## src/rtl/bitop_pkg.sv

```systemverilog
package bitop_pkg;
  typedef enum logic [2:0] {
    BOP_NONE = 3'd0,
    BOP_CLR  = 3'd1,
    BOP_SET  = 3'd2,
    BOP_INV  = 3'd3,
    BOP_SKZ  = 3'd4,
    BOP_SKO  = 3'd5
  } bop_e;

  localparam logic [3:0] OPC_CLR = 4'b1001;
  localparam logic [3:0] OPC_SET = 4'b1000;
  localparam logic [3:0] OPC_INV = 4'b0111;
  localparam logic [3:0] OPC_SKZ = 4'b1011;
  localparam logic [3:0] OPC_SKO = 4'b1010;

  function automatic logic bop_is_write(bop_e op);
    return (op == BOP_CLR) || (op == BOP_SET) || (op == BOP_INV);
  endfunction

  function automatic logic bop_is_test(bop_e op);
    return (op == BOP_SKZ) || (op == BOP_SKO);
  endfunction
endpackage

```

## src/rtl/bitop_rst_sync.sv

```systemverilog
module bitop_rst_sync #(
  parameter int STAGES = 2
) (
  input  logic clk,
  input  logic rst_n_async,
  output logic rst_n_sync
);
  logic [STAGES-1:0] chain_q;
  logic [STAGES-1:0] chain_d;

  always_comb begin
    chain_d = {chain_q[STAGES-2:0], 1'b1};
  end

  always_ff @(posedge clk or negedge rst_n_async) begin
    if (!rst_n_async) chain_q <= '0;
    else              chain_q <= chain_d;
  end

  assign rst_n_sync = chain_q[STAGES-1];
endmodule

```

## src/rtl/bitop_decode.sv

```systemverilog
module bitop_decode
  import bitop_pkg::*;
#(
  parameter int INSTR_W = 16,
  parameter int ADDR_W  = 8,
  parameter int DATA_W  = 8,
  localparam int IDX_W  = $clog2(DATA_W),
  localparam int BANK_POS = ADDR_W,
  localparam int IDX_LO = ADDR_W + 1
) (
  input  logic               vld,
  input  logic [INSTR_W-1:0] word,
  output bop_e               op,
  output logic [IDX_W-1:0]   idx,
  output logic               bank,
  output logic [ADDR_W-1:0]  addr
);
  logic [3:0] opc;

  always_comb begin
    opc  = word[INSTR_W-1 -: 4];
    idx  = word[IDX_LO +: IDX_W];
    bank = word[BANK_POS];
    addr = word[ADDR_W-1:0];
    op   = BOP_NONE;
    if (vld) begin
      unique case (opc)
        OPC_CLR: op = BOP_CLR;
        OPC_SET: op = BOP_SET;
        OPC_INV: op = BOP_INV;
        OPC_SKZ: op = BOP_SKZ;
        OPC_SKO: op = BOP_SKO;
        default: op = BOP_NONE;
      endcase
    end
  end
endmodule

```

## src/rtl/bitop_exec.sv

```systemverilog
module bitop_exec
  import bitop_pkg::*;
#(
  parameter int DATA_W = 8,
  localparam int IDX_W = $clog2(DATA_W)
) (
  input  bop_e              op,
  input  logic [IDX_W-1:0]  idx,
  input  logic [DATA_W-1:0] opnd,
  input  logic              next_two,
  output logic              wr,
  output logic [DATA_W-1:0] data,
  output logic              skip,
  output logic [1:0]        words,
  output logic [1:0]        cost
);
  logic [DATA_W-1:0] mask;
  logic              bit_val;
  logic              hit;

  always_comb begin
    mask    = DATA_W'(1) << idx;
    bit_val = |(opnd & mask);
    hit     = ((op == BOP_SKZ) && !bit_val) || ((op == BOP_SKO) && bit_val);
    wr      = bop_is_write(op);
    skip    = hit;
    data    = '0;
    words   = 2'd0;
    cost    = 2'd0;
    unique case (op)
      BOP_CLR: data = opnd & ~mask;
      BOP_SET: data = opnd | mask;
      BOP_INV: data = opnd ^ mask;
      default: data = '0;
    endcase
    if (wr) begin
      cost = 2'd1;
    end else if (bop_is_test(op)) begin
      if (hit) begin
        words = next_two ? 2'd2 : 2'd1;
        cost  = next_two ? 2'd3 : 2'd2;
      end else begin
        cost  = 2'd1;
      end
    end
  end
endmodule

```

## src/rtl/bitop_skip_unit.sv

```systemverilog
module bitop_skip_unit
  import bitop_pkg::*;
#(
  parameter int INSTR_W   = 16,
  parameter int ADDR_W    = 8,
  parameter int DATA_W    = 8,
  parameter int RST_STAGES = 2,
  localparam int IDX_W    = $clog2(DATA_W)
) (
  input  logic               clk,
  input  logic               rst_n,
  input  logic               instr_vld,
  input  logic [INSTR_W-1:0] instr,
  input  logic [DATA_W-1:0]  opnd,
  input  logic               next_two_word,
  output logic               wr_en,
  output logic [DATA_W-1:0]  wr_data,
  output logic               skip_req,
  output logic [1:0]         skip_words,
  output logic [1:0]         cyc_cost,
  output logic [ADDR_W-1:0]  tgt_addr,
  output logic               tgt_bank
);
  logic              rst_n_s;
  bop_e              dec_op;
  logic [IDX_W-1:0]  dec_idx;
  logic              dec_bank;
  logic [ADDR_W-1:0] dec_addr;
  logic              ex_wr;
  logic [DATA_W-1:0] ex_data;
  logic              ex_skip;
  logic [1:0]        ex_words;
  logic [1:0]        ex_cost;
  logic              known;

  logic              wr_q, wr_d;
  logic [DATA_W-1:0] data_q, data_d;
  logic              skip_q, skip_d;
  logic [1:0]        words_q, words_d;
  logic [1:0]        cost_q, cost_d;
  logic [ADDR_W-1:0] addr_q, addr_d;
  logic              bank_q, bank_d;

  bitop_rst_sync #(.STAGES(RST_STAGES)) u_rst (
    .clk(clk), .rst_n_async(rst_n), .rst_n_sync(rst_n_s)
  );

  bitop_decode #(.INSTR_W(INSTR_W), .ADDR_W(ADDR_W), .DATA_W(DATA_W)) u_dec (
    .vld(instr_vld), .word(instr), .op(dec_op), .idx(dec_idx),
    .bank(dec_bank), .addr(dec_addr)
  );

  bitop_exec #(.DATA_W(DATA_W)) u_exec (
    .op(dec_op), .idx(dec_idx), .opnd(opnd), .next_two(next_two_word),
    .wr(ex_wr), .data(ex_data), .skip(ex_skip), .words(ex_words), .cost(ex_cost)
  );

  always_comb begin
    known   = (dec_op != BOP_NONE);
    wr_d    = ex_wr;
    data_d  = ex_data;
    skip_d  = ex_skip;
    words_d = ex_words;
    cost_d  = ex_cost;
    addr_d  = known ? dec_addr : '0;
    bank_d  = known ? dec_bank : 1'b0;
  end

  always_ff @(posedge clk or negedge rst_n_s) begin
    if (!rst_n_s) begin
      wr_q    <= 1'b0;
      data_q  <= '0;
      skip_q  <= 1'b0;
      words_q <= 2'd0;
      cost_q  <= 2'd0;
      addr_q  <= '0;
      bank_q  <= 1'b0;
    end else begin
      wr_q    <= wr_d;
      data_q  <= data_d;
      skip_q  <= skip_d;
      words_q <= words_d;
      cost_q  <= cost_d;
      addr_q  <= addr_d;
      bank_q  <= bank_d;
    end
  end

  assign wr_en      = wr_q;
  assign wr_data    = data_q;
  assign skip_req   = skip_q;
  assign skip_words = words_q;
  assign cyc_cost   = cost_q;
  assign tgt_addr   = addr_q;
  assign tgt_bank   = bank_q;

  AST_WR_ONE_BIT: assert property (@(posedge clk) disable iff (!rst_n_s)
    wr_en |-> $countones(wr_data ^ $past(opnd)) <= 1) else $error("one-bit change");
  AST_WR_NO_SKIP: assert property (@(posedge clk) disable iff (!rst_n_s)
    wr_en |-> (!skip_req && cyc_cost == 2'd1)) else $error("write with skip");
  AST_SKIP_LEN: assert property (@(posedge clk) disable iff (!rst_n_s)
    skip_req |-> (skip_words == 2'd1 + {1'b0, $past(next_two_word)}
                  && cyc_cost == skip_words + 2'd1)) else $error("skip length");
  AST_TEST_NO_WR: assert property (@(posedge clk) disable iff (!rst_n_s)
    (skip_req || skip_words != 2'd0) |-> (!wr_en && wr_data == '0)) else $error("test wrote");
  AST_NOSKIP_ZERO: assert property (@(posedge clk) disable iff (!rst_n_s)
    !skip_req |-> skip_words == 2'd0) else $error("words without skip");
  AST_IDLE_QUIET: assert property (@(posedge clk) disable iff (!rst_n_s)
    !$past(instr_vld) |-> (!wr_en && !skip_req && cyc_cost == 2'd0 && tgt_addr == '0))
    else $error("idle output");
  AST_ADDR_PASS: assert property (@(posedge clk) disable iff (!rst_n_s)
    (cyc_cost != 2'd0) |-> tgt_addr == $past(instr[ADDR_W-1:0])) else $error("addr");
endmodule

```

## config.mk

```make
export PLATFORM = sky130hd
export DESIGN_NAME = bitop_skip_unit
export DESIGN_NICKNAME = d
export VERILOG_FILES = /design/src/rtl/bitop_pkg.sv /design/src/rtl/bitop_rst_sync.sv /design/src/rtl/bitop_decode.sv /design/src/rtl/bitop_exec.sv /design/src/rtl/bitop_skip_unit.sv
export SDC_FILE = /design/constraint.sdc
export NUM_CORES = 1
export LEC_CHECK = 0
export BUFFER_PORTS_ARGS = -buffer_cell sky130_fd_sc_hd__buf_4
export CORE_MARGIN = 2
export CORE_UTILIZATION = 45
export CTS_BUF_LIST = sky130_fd_sc_hd__clkbuf_16
export CTS_CLUSTER_DIAMETER = 150
export DETAILED_ROUTE_END_ITERATION = 10
export MAX_ROUTING_LAYER = met4
export PLACE_DENSITY = 0.84
export SYNTH_ARGS = -nofsm -noshare
export SYNTH_HDL_FRONTEND = slang
export SYNTH_SLANG_ARGS = --single-unit
```

## constraint.sdc

```tcl
create_clock -name clk -period 1 [get_ports clk]
set_input_delay 0.05 -clock clk [delete_from_list [all_inputs] [get_ports clk]]
set_output_delay 0.05 -clock clk [all_outputs]
set_load 0.02 [all_outputs]
```

==> results.cfg <==
[global_routing]
grt_usage_pct = 22.6
grt_pass1_wl_um = 5700
antenna_found_initial = 0
grt_max_degree = 24
grt_pass1_vias = 1265
grt.overflow.total = 0

[logic_synthesis]
synth-simple-area-share_pct = 17.9
postSynthAreaPerCell_um2 = 10.9
synth_area_leaders = dfrtp_1, ha_1, and2_1
yosys_warnings = 0
netlist_area_um2 = 1380
synthXorXnorAreaFrac_pct = 0.634
yosysTopAreaCellShare_pct = 45.3
ys_seq_elements = 25
syn_inst = 127
synth_compound_area_share_pct = 9.24
synth_nets = 179
synth_fa_ha_area_share_pct = 21.7
synth_top_family_by_area = adder cells
synth.mux.area_fraction_pct = 0
ys_seq_area_share_pct = 45.3
synth_top_area_cell = dfrtp_1
synth.distinct_cells = 26

[route]
dr.pass1.iters = 4
ant_nets = 0
wl_per_cell_um = 14.5
drt_iter0_drc = 18
wl_um = 3510
via_per_inst = 5.14
routed-wl-met2_um = 1900
topRoutingLayerUsed = met4
drc = 0
vias = 1249
wl_met3_um = 259
met1_length_um = 1290

[worst_hold_path]
hp-class = in -> reg

[setup_path]
worst_setup_path_end_kind = flip-flop
path_max_fanout = 8
critPathArrivalTime_ps = 1580
required_ps = 1120
cp-start-kind = input port
path_class = in -> reg

[sta]
finClkSkew_ps = 0.721
final-setup-viol-count = 6
rsz0062_at_grt = yes
fin_ws_ps = -458
finalHoldViolations = 0
slew_violations = 0
fin_tns_setup_ps = -1300
finalCritPeriodShare_pct = 146
fmax_ghz = 0.686
period_minus_slack_ps = 1460

[floorplanning]
design.die.area_um2 = 3530
core_um2 = 2980
fp.dieW_um = 59.4
io_pins = 51
initial_utilization_pct = 46.4
rows = 20
die_h_um = 59.4

[clock_tree]
clock_latency_ps = 250
cts_made_buffers = 3
clk_pin_slew_ps = 60
cts-htree-levels = 1
root_buffer = clkbuf_16
tritoncts = yes
clock-sinks = 25
clk_path_buf_depth = 2

[pwr]
p_per_area_nw_per_um2 = 1080
peakVddDrop_mv = 0.667
leakage_uw = 0.00123

[job]
maxCapViolations = 0

[cells_and_area]
multiInputGateArea_um2 = 842
final_cells = 243
area.sequential_um2 = 626
final_layout_size_suffix_gt1_share_pct = 52.4
final_nets = 263
num_antenna_cells = 0
fin_util_pct = 77.1
n_fill_cell = 187
finalInstanceArea_um2 = 2300
area_delta_synth_final_pct = 66.3

[place]
dpl.cell_count = 232
dpl_cell_area_um2 = 2000
place_ws_ps = -800
place_congestion = 0.839
hpwl_um = 2420
port_buffers = 50

[status]
violations = negative setup slack
outcome = finished, violations left
==> cells by family after synthesis <==
logic type	after synthesis
buffers and inverters	18
DFF	25
and+or+nand+nor	39
other	1
AOI/OAI and AO/OA	19
adders and majority gates	24
xor gates and xnor gates	1
==> layer usage <==
layer / track usage (%) / vias up
met5: - / -
met4: 7.14 / 0
met3: 3.49 / 11
met2: 42.7 / 56
met1: 23.6 / 591
li1: - / 591
==> final timing paths <==
kind / slack (ps) / cells past startpoint / from / end
min: 3 / 2 / instr[7] / tgt_addr[7]
max: -460 / 8 / instr[9] / cyc_cost[0]
max reg2reg: 540 / 0 / u_rst.chain_q[0] / u_rst.chain_q[1]
max in group asynchronous: 550 / 1 / u_rst.chain_q[1] / wr_data[1]
min in group asynchronous: 110 / 2 / rst_n / u_rst.chain_q[0]
min reg2reg: 220 / 1 / u_rst.chain_q[1] / tgt_addr[4]
==> Yosys cell counts (all sizes together) <==
cell type  instances
a211oi             1
a22oi              8
and2              10
and3               3
and4b              1
and4bb             1
clkbuf             2
conb               1
dfrtp             25
ha                24
inv               16
nand2              4
nand3              2
nand3b             3
nor2               4
nor2b              1
nor3               2
nor3b              1
nor4               2
o21a               2
o21ai              8
or2                1
or3                1
or3b               2
or4b               1
xnor2              1
==> placed cells by master, fill, tap and decap left out, types with 3 or more instances in the layout <==
cell type / count
nor2_1: 4
and2_1: 9
ha_4: 5
ha_2: 4
inv_1: 14
nand3b_1: 3
nand2_1: 4
clkbuf_16: 3
and3_1: 3
a22oi_2: 6
dfrtp_1: 25
dlygate4sd3_1: 4
o21ai_1: 7
buf_6: 4
buf_4: 71
ha_1: 15
==> where the power goes <==
part / internal (µW) / total (µW) / switching, µW
Clock: 538 / 862 / 325
Combinational: 301 / 560 / 259
Sequential: 1040 / 1050 / 9.48
Total: 1880 / 2480 / 594
==> per-stage QoR <==
step	total power [µW]	hold slack, ps
2_1_floorplan	1260	-246
3_3_place_gp	1490	-167
3_5_place_dp	1520	-166
4_1_cts	2470	1.71
5_1_grt	2600	10.0
6_report	2480	2.96
==> repair_timing <==
item / CTS / global route
pin swaps: 9 / 15
setup buffers: 2 / 2
endpoints found under the setup margin: 9 / 13
resized for setup: 22 / 14
hold endpoints to repair: 5 / 0
hold buffers: 4 / 0
==> state kept, by name (all words and copies together), names as in the netlist <==
| signal | flops |
|---|---|
| tgt_addr | 8 |
| cyc_cost | 2 |
| tgt_bank | 1 |
| u_rst.chain_q | 2 |
| skip_req | 1 |
| wr_en | 1 |
| wr_data | 8 |
| skip_words | 2 |
==> cell type report <==
class	count	share of cell area (%)
multi-input combinational	84	36.7
timing repair buffer	81	28.2
sequential	25	27.2
clock buffer	3	3.27
inverter	16	2.61
tap	33	1.80
clock inverter	1	0.218
==> critical path: stages <==
cell,delay [ps]
buf_8,90
nand3b_1,130
inv_1,60
ha_2,170
nor4_2,270
nand2_1,130
and3_1,160
or4b_4,510
No activity file was read; power rests on OpenSTA's default activity.
